**config.mk**
```make
export PLATFORM = sky130hd
export DESIGN_NAME = irqAggregator
export DESIGN_NICKNAME = d
export VERILOG_FILES = /design/src/rtl/irqPkg.sv /design/src/rtl/irqControl.sv /design/src/rtl/irqDatapath.sv /design/src/rtl/irqAggregator.sv
export SDC_FILE = /design/constraint.sdc
export NUM_CORES = 1
export LEC_CHECK = 0
export BUFFER_PORTS_ARGS = -buffer_cell sky130_fd_sc_hd__buf_2
export CAP_MARGIN = 10
export CORE_MARGIN = 3
export CORE_UTILIZATION = 37
export DETAILED_ROUTE_END_ITERATION = 10
export MAX_ROUTING_LAYER = met4
export PLACE_DENSITY = 0.79
export SYNTH_ARGS = -nofsm -noshare
export SYNTH_HDL_FRONTEND = slang
export SYNTH_SLANG_ARGS = --single-unit
```
**constraint.sdc**
```tcl
create_clock -name clk -period 0.95 [get_ports clk]
set_input_delay 0.0475 -clock clk [delete_from_list [all_inputs] [get_ports clk]]
set_output_delay 0.0475 -clock clk [all_outputs]
set_load 0.05 [all_outputs]
```
**src/rtl/irqPkg.sv**
```systemverilog
package irqPkg;
  localparam int NUM_SRC = 6;
  localparam int DATA_W  = 32;
  // Sources that signal at once; the rest wait for a threshold tick.
  localparam logic [NUM_SRC-1:0] IMM_MASK = 6'b011100;
  localparam logic [NUM_SRC-1:0] DEF_MASK = ~IMM_MASK;

  typedef struct packed {
    logic clrStatus;
    logic loadEnable;
  } ctrlStrobes_t;
endpackage

```
**src/rtl/irqControl.sv**
```systemverilog
module irqControl
  import irqPkg::*;
(
  input  logic         regWrEn,
  input  logic         regAddr,
  output ctrlStrobes_t strobes
);
  always_comb begin
    strobes.clrStatus  = regWrEn && (regAddr == 1'b0);
    strobes.loadEnable = regWrEn && (regAddr == 1'b1);
  end
endmodule

```
**src/rtl/irqDatapath.sv**
```systemverilog
module irqDatapath
  import irqPkg::*;
(
  input  logic               clk,
  input  logic               rstN,
  input  ctrlStrobes_t       strobes,
  input  logic [NUM_SRC-1:0] evtIn,
  input  logic               thresholdTick,
  input  logic               regAddr,
  input  logic [DATA_W-1:0]  regWrData,
  output logic [DATA_W-1:0]  regRdData,
  output logic               irqOut
);
  logic [NUM_SRC-1:0] statusQ, statusD;
  logic [NUM_SRC-1:0] enableQ, enableD;
  logic [NUM_SRC-1:0] pendQ,   pendD;
  logic [NUM_SRC-1:0] clrMask;

  always_comb begin
    clrMask = strobes.clrStatus ? regWrData[NUM_SRC-1:0] : '0;
    statusD = (statusQ & ~clrMask) | evtIn;
    enableD = strobes.loadEnable ? regWrData[NUM_SRC-1:0] : enableQ;
    pendD   = statusD & enableD & DEF_MASK & (pendQ | {NUM_SRC{thresholdTick}});
  end

  always_ff @(posedge clk) begin
    if (!rstN) begin
      statusQ <= '0;
      enableQ <= '0;
      pendQ   <= '0;
    end else begin
      statusQ <= statusD;
      enableQ <= enableD;
      pendQ   <= pendD;
    end
  end

  always_comb begin
    regRdData = '0;
    regRdData[NUM_SRC-1:0] = regAddr ? enableQ : statusQ;
  end

  assign irqOut = (|(statusQ & enableQ & IMM_MASK)) | (|pendQ);

  AST_EVT_SETS: assert property (@(posedge clk) disable iff (!rstN)
    (evtIn != '0) |=> ((statusQ & $past(evtIn)) == $past(evtIn)));
  AST_CLR_WORKS: assert property (@(posedge clk) disable iff (!rstN)
    (strobes.clrStatus && evtIn == '0) |=> ((statusQ & $past(regWrData[NUM_SRC-1:0])) == '0));
  AST_PEND_ON_TICK: assert property (@(posedge clk) disable iff (!rstN)
    (pendQ == '0 && !thresholdTick) |=> (pendQ == '0));
  AST_PEND_DEFERRED_ONLY: assert property (@(posedge clk) disable iff (!rstN)
    ((pendQ & ~(statusQ & enableQ & DEF_MASK)) == '0));
  AST_IMM_FIRES: assert property (@(posedge clk) disable iff (!rstN)
    ((statusQ & enableQ & IMM_MASK) != '0) |-> irqOut);
  always_comb begin
    AST_RSV_ZERO: assert (regRdData[DATA_W-1:NUM_SRC] == '0);
  end
endmodule

```
**src/rtl/irqAggregator.sv**
```systemverilog
module irqAggregator
  import irqPkg::*;
(
  input  logic               clk,
  input  logic               rstN,
  input  logic [NUM_SRC-1:0] evtIn,
  input  logic               thresholdTick,
  input  logic               regWrEn,
  input  logic               regAddr,
  input  logic [DATA_W-1:0]  regWrData,
  output logic [DATA_W-1:0]  regRdData,
  output logic               irqOut
);
  ctrlStrobes_t strobes;

  irqControl uCtrl (
    .regWrEn (regWrEn),
    .regAddr (regAddr),
    .strobes (strobes)
  );

  irqDatapath uData (
    .clk           (clk),
    .rstN          (rstN),
    .strobes       (strobes),
    .evtIn         (evtIn),
    .thresholdTick (thresholdTick),
    .regAddr       (regAddr),
    .regWrData     (regWrData),
    .regRdData     (regRdData),
    .irqOut        (irqOut)
  );

  AST_IDLE_QUIET: assert property (@(posedge clk) disable iff (!rstN)
    $past(!rstN) |-> !irqOut);
endmodule

```
---- After elaboration in Yosys (flattened, before gate mapping) ----
Index checks and enable logic that the tools add are counted.
word-level totals
  register bits ........................... 18
  bits of input ports ..................... 43
  output and inout bits ................... 33
operators by class
  multiplexer cells ....................... 3
  bitwise gates (word level) .............. 9
  reduce and logical (&&, ||, !) cells .... 4
operators by type and width
  cell                count
  6-bit AND           3
  6-bit 2-to-1 mux    3
  6-bit bitwise OR    2
  6-bit NOT           1
  6-bit OR reduction  1
  5-bit AND           1
  3-bit OR reduction  1
  1-bit logical AND   2
  1-bit NOT           1
  1-bit bitwise OR    1

---- Longest topological paths before layout ----
Gate-level depths: netlist of the first run.
  word-level depth ........................ 8
  gate-level depth with buffers ........... 4

---- Modules after synthesis ----
A second synthesis of the first run with hierarchy kept.
unflattened totals
  cell total of the unflattened synthesis .. 89
  area, all modules ....................... 882.1 µm²
modules (own cells, without submodules)
  module       times used  cells an instance  area an instance (µm²)  seq. area each (µm²)
  irqDatapath  1           87                 865.8                   300.3
  irqControl   1           2                  16.3                    0.0

---- Least setup slack after synthesis of the first run ----
Ideal clock, no wire load.
  path type ............................... register to output
  start point ............................. register uData.statusQ[2]
  end point ............................... output irqOut
  arrival time ............................ 0.947 ns
  data required time ...................... 0.902 ns
  path slack .............................. -0.045 ns
  cell stages (with the launch flop) ...... 3
  buffers on the path ..................... 0
  path through ............................ dfxtp_1 > a222oi_1 > nand2_1
on the way
  cells in the longest elaborated chain, start to end .. 3
ends and longest elaborated chain
  element                 RTL line             source
  from (decl)             irqDatapath.sv:14    logic [NUM_SRC-1:0] statusQ, statusD;
  from (signal assigned)  irqDatapath.sv:32    statusQ <= statusD;
  5-bit AND               irqDatapath.sv:43    assign irqOut = (|(statusQ & enableQ & IMM_MASK)) | (|pendQ);
  3-bit OR reduction      irqDatapath.sv:43
  1-bit bitwise OR        irqDatapath.sv:43
  to (decl)               irqAggregator.sv:12  output logic irqOut
Every way passes these cells.

---- Final worst setup path of the first run ----
Ends and elaborated chain as after synthesis.

==> summary.txt, run 1 <==
STA
  • RSZ-0062 raised after global routing: yes
  • Fmax: 0.769 GHz
  • Final Worst Setup Slack: -0.351 ns
  • Final hold vios: 0
  • Worst Skew: 0.00675 ns
  • Tmin final: 1.30 ns
  • Final TNS setup: -1.13 ns
  • Period utilization: 137%
  • Max-slew violations: 0
  • # setup viols final: 7

Global route
  • First-pass GRT wire length: 2450 um
  • Pin count of the biggest net entering global routing: 16
  • Initial antenna violation count: 0
  • Vias in the first global route: 614
  • GRT overflow: 0
  • Global Route Usage Sum: 12.0%

Critical path
  • Worst path top cell family by delay: compound AO/OA/AOI/OAI gates
  • CP Cell Sequence: a222oi_1 > nand2_2 > buf_6
  • Crit path arrival time: 1.25 ns
  • WP data required: 0.90 ns
  • Crit-path max FO: 3
  • Crit. End Element: primary output
  • Kind of critical path: reg2out
  • CP Buf/Inv Count: 1
  • Crit start category: flip-flop
  • Slowest stage delay, CP: 0.39 ns
  • Slowest CP cell: a222oi_1

Logic synthesis
  • Prevailing post-synth register cell: dfxtp_1
  • Syn avg cell area: 9.36 um^2
  • Seq/Total Area, Yosys: 34.9%
  • Async set or reset register ratio after synthesis: 0%
  • Distinct cells, synth: 21
  • Synthesized cell area: 861 um^2
  • Synth Register Bits: 15
  • Post-synth EDFFs: 0
  • Syn Inst Count: 92
  • Synthesis Warnings: 0

Floorplanning
  • Io pins: 76
  • Die Area: 2940 um^2
  • CORE AREA: 2080 um^2
  • Row cnt: 16
  • Starting Density: 41.3%
  • Die Y: 54.2 um
  • Die W: 54.2 um

Cells and area
  • Layout cells sized above 1: 41.3%
  • Number of diodes: 0
  • Fin area: 1050 um^2
  • Commonest cells after routing, fill and taps aside: conb_1 (26), buf_2 (16), dfxtp_2 (10)
  • Non-filler cells, final: 148
  • Commonest non-fill, non-tap cell in the layout: conb_1
  • Fill cell count: 210
  • Syn-to-layout area delta: 21.5%
  • Nets: 165

Clock tree
  • TritonCTS clock tree: done
  • Sink Count: 15
  • Worst skew pair latency: 0.28 ns
  • Clk slew on worst S/H paths: 0.09 ns
  • Clock Tree Buf Depth: 2
  • CTS root buffer: clkbuf_4
  • Num CTS Buffers: 3
  • H-Tree Depth: 1

Routing
  • Vias per cell: 4.47
  • Post-Route WL: 1640 um
  • Initial DRC count: 2
  • Post-route ant nets: 0
  • Routed vias: 662
  • Routed len/inst: 11.1 um
  • Number of remaining DRC errors: 0
  • Drt pass-1 iters: 4

Place
  • Routability congestion estimate: 0.721
  • Dpl cells: 138
  • Area after DPL: 888 um^2
  • Post-DP HPWL: 1240 um
  • Port Buffers: 23

Power
  • VDD IR max: 1.03 mV
  • Pleak: 0.495 nW
  • Pwr Density: 1550 nW/um^2
  • Overall Power: 1.62 mW

Status
  • Status: finished with violations
  • Failing checks: setup timing

Min path
  • Worst min-delay path category: in2reg

Run
  • Max-Cap Viols: 0
[repair_timing]
| item | in CTS | in global routing |
|---|---|---|
| endpoints found under the hold margin | 3 | 0 |
| pin swaps | 1 | 1 |
| hold buffers | 3 | 0 |
| setup buffers | 2 | 1 |
| endpoints found under the setup margin | 7 | 7 |
| cloned | 0 | 0 |
| resized for setup | 25 | 5 |
[area by class of cell]
class                      count  area (um^2)  area share (%)
sequential                    15          313            29.9
timing repair buffer          29          223            21.3
clock buffer                   4         26.3            2.51
multi-input combinational     73          450            43.1
tap                           27         33.8            3.23
[routing by layer]
metal	global-route usage (%)	vias to the layer above	wire, um
met5	-	-	0
met4	7.47	0	19
met3	3.00	2	174
met2	19.7	38	793
met1	12.8	301	651
li1	-	321	-
[path summary, 6_finish.rpt]
path                                                  start                          end  slack [ns]  cells past startpoint
worst max-delay path            uData.statusQ[2]$_SDFF_PN0_                       irqOut       -0.35                      3
worst min-delay path                               evtIn[5]  uData.statusQ[5]$_SDFF_PN0_        0.02                      3
worst max register to register  uData.enableQ[1]$_SDFF_PN0_  uData.enableQ[1]$_SDFF_PN0_        0.12                      3
worst min register to register                    flip-flop                    flip-flop        0.49                      2
[cells in the mapped netlist, types with 2 or more instances]
| cell | count | area, um^2 |
|---|---|---|
| a21boi_0 | 6 | 45.0 |
| o21ai_0 | 3 | 15.0 |
| nand2_1 | 4 | 15.0 |
| nor3_1 | 3 | 15.0 |
| nand3_1 | 3 | 15.0 |
| mux2i_1 | 3 | 30.0 |
| nor2b_1 | 6 | 37.5 |
| dfxtp_1 | 15 | 300 |
| nand3b_1 | 3 | 22.5 |
| mux2_2 | 6 | 67.6 |
| buf_4 | 27 | 203 |
| a21oi_1 | 2 | 10.0 |
| o21a_1 | 3 | 22.5 |
[through the flow]
| stage | hold WS [ns] | worst slack [ns] | utilization, % |
|---|---|---|---|
| 3_5_place_dp | 0.265 | -0.0886 | 42.7 |
| 3_3_place_gp | 0.263 | -0.0785 | 42.7 |
| 4_1_cts | 0.00784 | -0.378 | 49.3 |
| 5_1_grt | 0.0314 | -0.472 | 50.2 |
| 6_report | 0.0186 | -0.351 | 50.2 |
| 2_1_floorplan | 0.171 | 0.00502 | - |
[worst reg2reg max path, cell delays in order, from the launching register on]
cell	delay, ns
dfxtp_2	0.33
buf_4	0.12
mux2i_1	0.20
nor2b_1	0.07
[logic make-up (layout without fill, tap and decap cells)]
logic type / after synthesis / count (layout) / share of synthesized area [%]
other: 1 / 26 / 0.436
and+or+nand+nor: 22 / 22 / 15.1
AOI/OAI and AO/OA: 16 / 16 / 12.9
buffers and inverters: 29 / 33 / 25.3
DFF: 15 / 15 / 34.9
muxes: 9 / 9 / 11.3
[power by group]
group | switching, mW | leakage (nW) | internal [mW]
logic | 0.409 | 0.353 | 0.161
registers | 0.0193 | 0.127 | 0.667
clock network | 0.199 | 0.0150 | 0.163
total | 0.627 | 0.495 | 0.991
Note: power is estimated with default switching activity, not from simulation.
==> run 2, diff against run 1 <==
- CORE_MARGIN: 3 -> 1
- CORE_UTILIZATION: 37 -> 40
- PLACE_DENSITY: 0.79 -> 0.85
- clock period: 0.95 -> 1.61 ns (I/O delays scaled with it)
==> summary.txt, run 2 (synthesis results as in run 1) <==
Min path
  • Worst min-delay path category: in2reg (unchanged)

STA
  • Tmin final: 1.37 ns
  • Final TNS setup: 0 ns (was -1.13 ns)
  • Final Worst Setup Slack: 0.237 ns (was -0.351 ns)
  • Fmax: 0.728 GHz
  • # setup viols final: 0 (was 7)
  • RSZ-0062 raised after global routing: no (was yes)
  • Worst Skew: 0.000596 ns (was 0.00675 ns)
  • Period utilization: 85.3%
  • Max-slew violations: 0 (unchanged)
  • Final hold vios: 0 (unchanged)

Cells and area
  • Syn-to-layout area delta: 7.12% (was 21.5%)
  • Number of diodes: 0 (unchanged)
  • Commonest non-fill, non-tap cell in the layout: conb_1 (unchanged)
  • Multi-input gate area: 437 um^2 (was 450 um^2)
  • Commonest cells after routing, fill and taps aside: conb_1 (26), buf_2 (23), dfxtp_1 (15) (was conb_1 (26), buf_2 (16), dfxtp_2 (10))
  • Fill cell count: 211 (was 210)
  • Layout cells sized above 1: 31.0% (was 41.3%)
  • Nets: 160 (was 165)
  • Non-filler cells, final: 143 (was 148)
  • Reg area: 300 um^2 (was 313 um^2)

Power
  • Clk pwr share: 22.9% (was 22.4%)
  • Pleak: 0.447 nW (was 0.495 nW)
  • Internal power: 0.547 mW (was 0.991 mW)
  • Gate power share: 32.3% (was 35.2%)
  • VDD IR max: 0.577 mV (was 1.03 mV)
  • Psw: 0.351 mW (was 0.627 mW)
  • Pwr Density: 974 nW/um^2 (was 1550 nW/um^2)
  • Sw Share: 39.1% (was 38.8%)
  • Reg power frac: 44.7% (was 42.4%)

Routing
  • Drt pass-1 iters: 4 (unchanged)
  • Vias per cell: 4.32 (was 4.47)
  • Routed vias: 618 (was 662)
  • Post-Route WL: 1350 um (was 1640 um)
  • Initial DRC count: 7 (was 2)
  • Post-route ant nets: 0 (unchanged)
  • Routed len/inst: 9.41 um (was 11.1 um)
  • Number of remaining DRC errors: 0 (unchanged)

Clock tree
  • Clk slew on worst S/H paths: 0.08 ns (was 0.09 ns)
  • Post-CTS Setup Repair Bufs: 0 (was 2)
  • H-Tree Depth: 1 (unchanged)
  • CTS root buffer: clkbuf_4 (unchanged)
  • Worst skew pair latency: 0.27 ns (was 0.28 ns)
  • Clock Tree Buf Depth: 2 (unchanged)
  • Sink Count: 15 (unchanged)
  • TritonCTS clock tree: done (unchanged)
  • Num CTS Buffers: 3 (unchanged)

Critical path
  • Crit start category: flip-flop (unchanged)
  • Crit path arrival time: 1.29 ns (was 1.25 ns)
  • Crit-path max FO: 3 (unchanged)
  • Kind of critical path: reg2out (unchanged)
  • Crit. End Element: primary output (unchanged)
  • WP data required: 1.53 ns (was 0.90 ns)

Place
  • Dpl ws: 0.526 ns (was -0.0886 ns)
  • Post-DP HPWL: 1050 um (was 1240 um)
  • Dpl cells: 138 (unchanged)
  • Routability congestion estimate: 0.691 (was 0.721)
  • Port Buffers: 23 (unchanged)

Floorplanning
  • Starting Density: 43.0% (was 41.3%)
  • CORE AREA: 2000 um^2 (was 2080 um^2)
  • Die Area: 2340 um^2 (was 2940 um^2)
  • Die Y: 48.4 um (was 54.2 um)
  • Io pins: 76 (unchanged)
  • Row cnt: 16 (unchanged)
  • Die W: 48.4 um (was 54.2 um)

Global route
  • Vias in the first global route: 529 (was 614)
  • Initial antenna violation count: 0 (unchanged)
  • GRT overflow: 0 (unchanged)
  • Pin count of the biggest net entering global routing: 16 (unchanged)
  • First-pass GRT wire length: 2170 um (was 2450 um)
  • Global Route Usage Sum: 12.4% (was 12.0%)

Status
  • Status: finished clean (was finished with violations)

Run
  • Max-Cap Viols: 0 (unchanged)
[run 2: cell types whose count changed in the layout (fill, tap and decap cells not counted), sizes merged]
| cell | before | now |
|---|---|---|
| buf | 26 | 23 |
| dlygate4sd3 | 3 | 1 |
[run 2: worst max-delay path: stages (launching register included)]
cell,delay [ns]
dfxtp_1,0.32
a222oi_1,0.36
nand2_1,0.11
buf_2,0.23
[run 2: repair_timing]
action / 4_1_cts / 5_1_grt
hold buffers: 1 / 0
endpoints found under the setup margin: 0 / 0
gates resized for setup: 0 / 0
hold endpoints to repair: 1 / 0
[run 2: metrics by stage]
step	area, um^2	hold slack, ns	utilization, %	total power [mW]
6_report	922	0.0126	46.1	0.898
5_1_grt	922	0.0119	46.1	0.944
4_1_cts	922	0.00273	46.1	0.913
3_5_place_dp	886	0.294	44.3	0.699
3_3_place_gp	886	0.298	44.3	0.696
2_1_floorplan	955	0.204	-	0.706
[run 2: layout make-up]
cell class / count / area share (%)
Multi-Input combinational cell: 73 / 47.4
Tap cell: 27 / 3.66
Clock buffer: 4 / 2.85
Timing Repair Buffer: 24 / 13.6
Sequential cell: 15 / 32.6
[run 2: power groups by stage]
stage | clock, mW | combinational (mW) | sequential, mW
3_5_place_dp | 0 | 0.289 | 0.411
2_1_floorplan | 0 | 0.299 | 0.407
6_report | 0.206 | 0.291 | 0.402
5_1_grt | 0.234 | 0.306 | 0.404
4_1_cts | 0.220 | 0.291 | 0.402
3_3_place_gp | 0 | 0.287 | 0.409
[run 2: routing by layer]
metal | GRT usage (%) | share of wire [%] | up-vias
li1 | - | - | 311
met1 | 14.4 | 45 | 268
met2 | 20.4 | 45 | 37
met3 | 2.83 | 8.3 | 2
met4 | 5.88 | 1.1 | 0
met5 | - | 0 | -
[run 2: final timing paths]
| path | cells past startpoint | slack, ns | end | start |
|---|---|---|---|---|
| setup reg to reg | 2 | 0.90 | uData.statusQ[4]$_SDFF_PN0_ | uData.statusQ[4]$_SDFF_PN0_ |
| hold / removal | 2 | 0.01 | uData.statusQ[3]$_SDFF_PN0_ | evtIn[3] |
| hold reg to reg | 2 | 0.48 | flip-flop | flip-flop |
| setup / recovery | 3 | 0.24 | irqOut | uData.statusQ[2]$_SDFF_PN0_ |
==> run 3, diff against run 2 <==
- RECOVER_POWER: unset -> 100
==> summary.txt, run 3 (synthesis results as in run 1) <==
Clock tree
  • Sink Count: 15 (unchanged)
  • Clk slew on worst S/H paths: 0.09 ns (was 0.08 ns)
  • Worst skew pair latency: 0.28 ns (was 0.27 ns)
  • CTS root buffer: clkbuf_4 (unchanged)
  • H-Tree Depth: 1 (unchanged)
  • Post-cts sizing count: 0 (unchanged)
  • Clock Tree Buf Depth: 2 (unchanged)
  • TritonCTS clock tree: done (unchanged)
  • Num CTS Buffers: 3 (unchanged)

STA
  • Final Worst Setup Slack: 0.216 ns (was 0.237 ns)
  • Period utilization: 86.6% (was 85.3%)
  • Final TNS setup: 0 ns (unchanged)
  • Final hold vios: 0 (unchanged)
  • Worst Skew: 0.00101 ns (was 0.000596 ns)
  • # setup viols final: 0 (unchanged)
  • Final Hold Slack: 0.00977 ns (was 0.0126 ns)
  • Tmin final: 1.39 ns (was 1.37 ns)
  • Fmax: 0.717 GHz (was 0.728 GHz)
  • Max-slew violations: 0 (unchanged)
  • RSZ-0062 raised after global routing: no (unchanged)
  • Normalized max-slew margin: 60.8%
  • Slew @ Worst Pin: 0.590 ns

Min path
  • Worst min-delay path category: in2reg (unchanged)
  • HP Start: evtIn[3] (unchanged)
  • Worst Hold End: uData.statusQ[3]$_SDFF_PN0_ (unchanged)
  • Hold Crit Depth: 2 (unchanged)

Cells and area
  • Multi-input gate area: 433 um^2 (was 437 um^2)
  • Post-layout util: 45.5% (was 46.1%)
  • Layout cells sized above 1: 25.0% (was 31.0%)
  • Nets: 160 (unchanged)
  • Commonest cells after routing, fill and taps aside: conb_1 (26), buf_2 (16), dfxtp_1 (15) (was conb_1 (26), buf_2 (23), dfxtp_1 (15))
  • Non-filler cells, final: 143 (unchanged)
  • Number of diodes: 0 (unchanged)
  • Fin area: 911 um^2 (was 922 um^2)
  • Syn-to-layout area delta: 5.81% (was 7.12%)
  • Commonest non-fill, non-tap cell in the layout: conb_1 (unchanged)
  • Reg area: 300 um^2 (unchanged)
  • Fill cell count: 216 (was 211)

Routing
  • Drt pass-1 iters: 4 (unchanged)
  • Number of remaining DRC errors: 0 (unchanged)
  • Routed vias: 612 (was 618)
  • Routed len/inst: 9.37 um (was 9.41 um)
  • Vias per cell: 4.28 (was 4.32)
  • Initial DRC count: 7 (unchanged)
  • Post-Route WL: 1340 um (was 1350 um)
  • Post-route ant nets: 0 (unchanged)

Power
  • Psw: 0.353 mW (was 0.351 mW)
  • Gate power share: 32.0% (was 32.3%)
  • VDD IR max: 0.576 mV (was 0.577 mV)
  • Internal power: 0.543 mW (was 0.547 mW)
  • Reg power frac: 44.8% (was 44.7%)
  • Overall Power: 0.896 mW (was 0.898 mW)
  • Clk pwr share: 23.2% (was 22.9%)
  • Pleak: 0.423 nW (was 0.447 nW)
  • Pwr Density: 984 nW/um^2 (was 974 nW/um^2)
  • Sw Share: 39.4% (was 39.1%)

Critical path
  • R2R Path End: uData.statusQ[3]$_SDFF_PN0_ (was uData.statusQ[4]$_SDFF_PN0_)
  • Crit path arrival time: 1.31 ns (was 1.29 ns)
  • Crit start category: flip-flop (unchanged)
  • Reg2Reg Setup Slack: 0.90 ns (about the same)
  • Kind of critical path: reg2out (unchanged)
  • Crit-path max FO: 3 (unchanged)
  • WP data required: 1.53 ns (about the same)
  • R2R depth: 2 (unchanged)
  • Worst r2r src: uData.statusQ[3]$_SDFF_PN0_ (was uData.statusQ[4]$_SDFF_PN0_)
  • Crit. End Element: primary output (unchanged)

Place
  • Dpl cells: 138 (unchanged)
  • Port Buffers: 23 (unchanged)
  • Post-DP HPWL: 1050 um (unchanged)
  • Dpl ws: 0.526 ns (unchanged)
  • Routability congestion estimate: 0.691 (unchanged)
  • Area after DPL: 886 um^2 (unchanged)

Floorplanning
  • Starting Density: 43.0% (unchanged)
  • CORE AREA: 2000 um^2 (unchanged)
  • Io pins: 76 (unchanged)
  • Die Area: 2340 um^2 (unchanged)
  • Row cnt: 16 (unchanged)
  • Die W: 48.4 um (unchanged)
  • Die Y: 48.4 um (unchanged)

Global route
  • GRT overflow: 0 (unchanged)
  • First-pass GRT wire length: 2170 um (unchanged)
  • Vias in the first global route: 529 (unchanged)
  • Initial antenna violation count: 0 (unchanged)
  • Pin count of the biggest net entering global routing: 16 (unchanged)
  • Global Route Usage Sum: 12.4% (unchanged)

Status
  • Status: finished clean (unchanged)

Run
  • Max-Cap Viols: 0 (unchanged)
run 3: cell types whose count changed in the layout (fill, tap and decap cells not counted), sizes merged:
cell    before  now
buf         23   16
clkbuf       4   11
run 3: critical path: stages, from the launching register on:
cell and delay [ns]:
dfxtp_1 0.32, a222oi_1 0.36, nand2_1 0.10, clkbuf_2 0.25
run 3: area by class of cell:
type | count | area share, %
flip-flops and latches | 15 | 33.0
well taps | 27 | 3.71
multi-input cells | 73 | 47.5
clock buffers | 4 | 2.88
repair buffers | 24 | 12.9
run 3: worst max-delay path by stage:
| stage | from | to | slack (ns) | depth (start not counted) |
|---|---|---|---|---|
| 6_report | uData.statusQ[2]$_SDFF_PN0_ | irqOut | 0.22 | 3 |
| 5_1_grt | uData.statusQ[2]$_SDFF_PN0_ | irqOut | 0.12 | 3 |
| 4_1_cts | uData.statusQ[2]$_SDFF_PN0_ | irqOut | 0.21 | 3 |
| 3_5_place_dp | uData.statusQ[2]$_SDFF_PN0_ | irqOut | 0.53 | 3 |
| 3_3_place_gp | uData.statusQ[2]$_SDFF_PN0_ | irqOut | 0.55 | 3 |
| 2_1_floorplan | uData.statusQ[2]$_SDFF_PN0_ | irqOut | 0.58 | 2 |
run 3: power by group through the flow:
stage / clock [mW] / combinational [mW] / sequential [mW]
4_1_cts: 0.220 / 0.291 / 0.402
3_3_place_gp: 0 / 0.287 / 0.409
6_report: 0.208 / 0.286 / 0.402
2_1_floorplan: 0 / 0.299 / 0.407
3_5_place_dp: 0 / 0.289 / 0.411
5_1_grt: 0.234 / 0.302 / 0.404
run 3: what timing repair did:
| item | CTS | global route |
|---|---|---|
| setup buffers | 0 | 0 |
| hold endpoints to repair | 1 | 0 |
| setup endpoints to repair | 0 | 0 |
| hold buffers | 1 | 0 |
run 3: layer usage:
layer,vias up,share of wire [%],track usage [%]
li1,309,-,-
met1,264,46,14.4
met5,-,0,-
met4,0,1.1,5.88
met2,37,44,20.4
met3,2,8.4,2.83
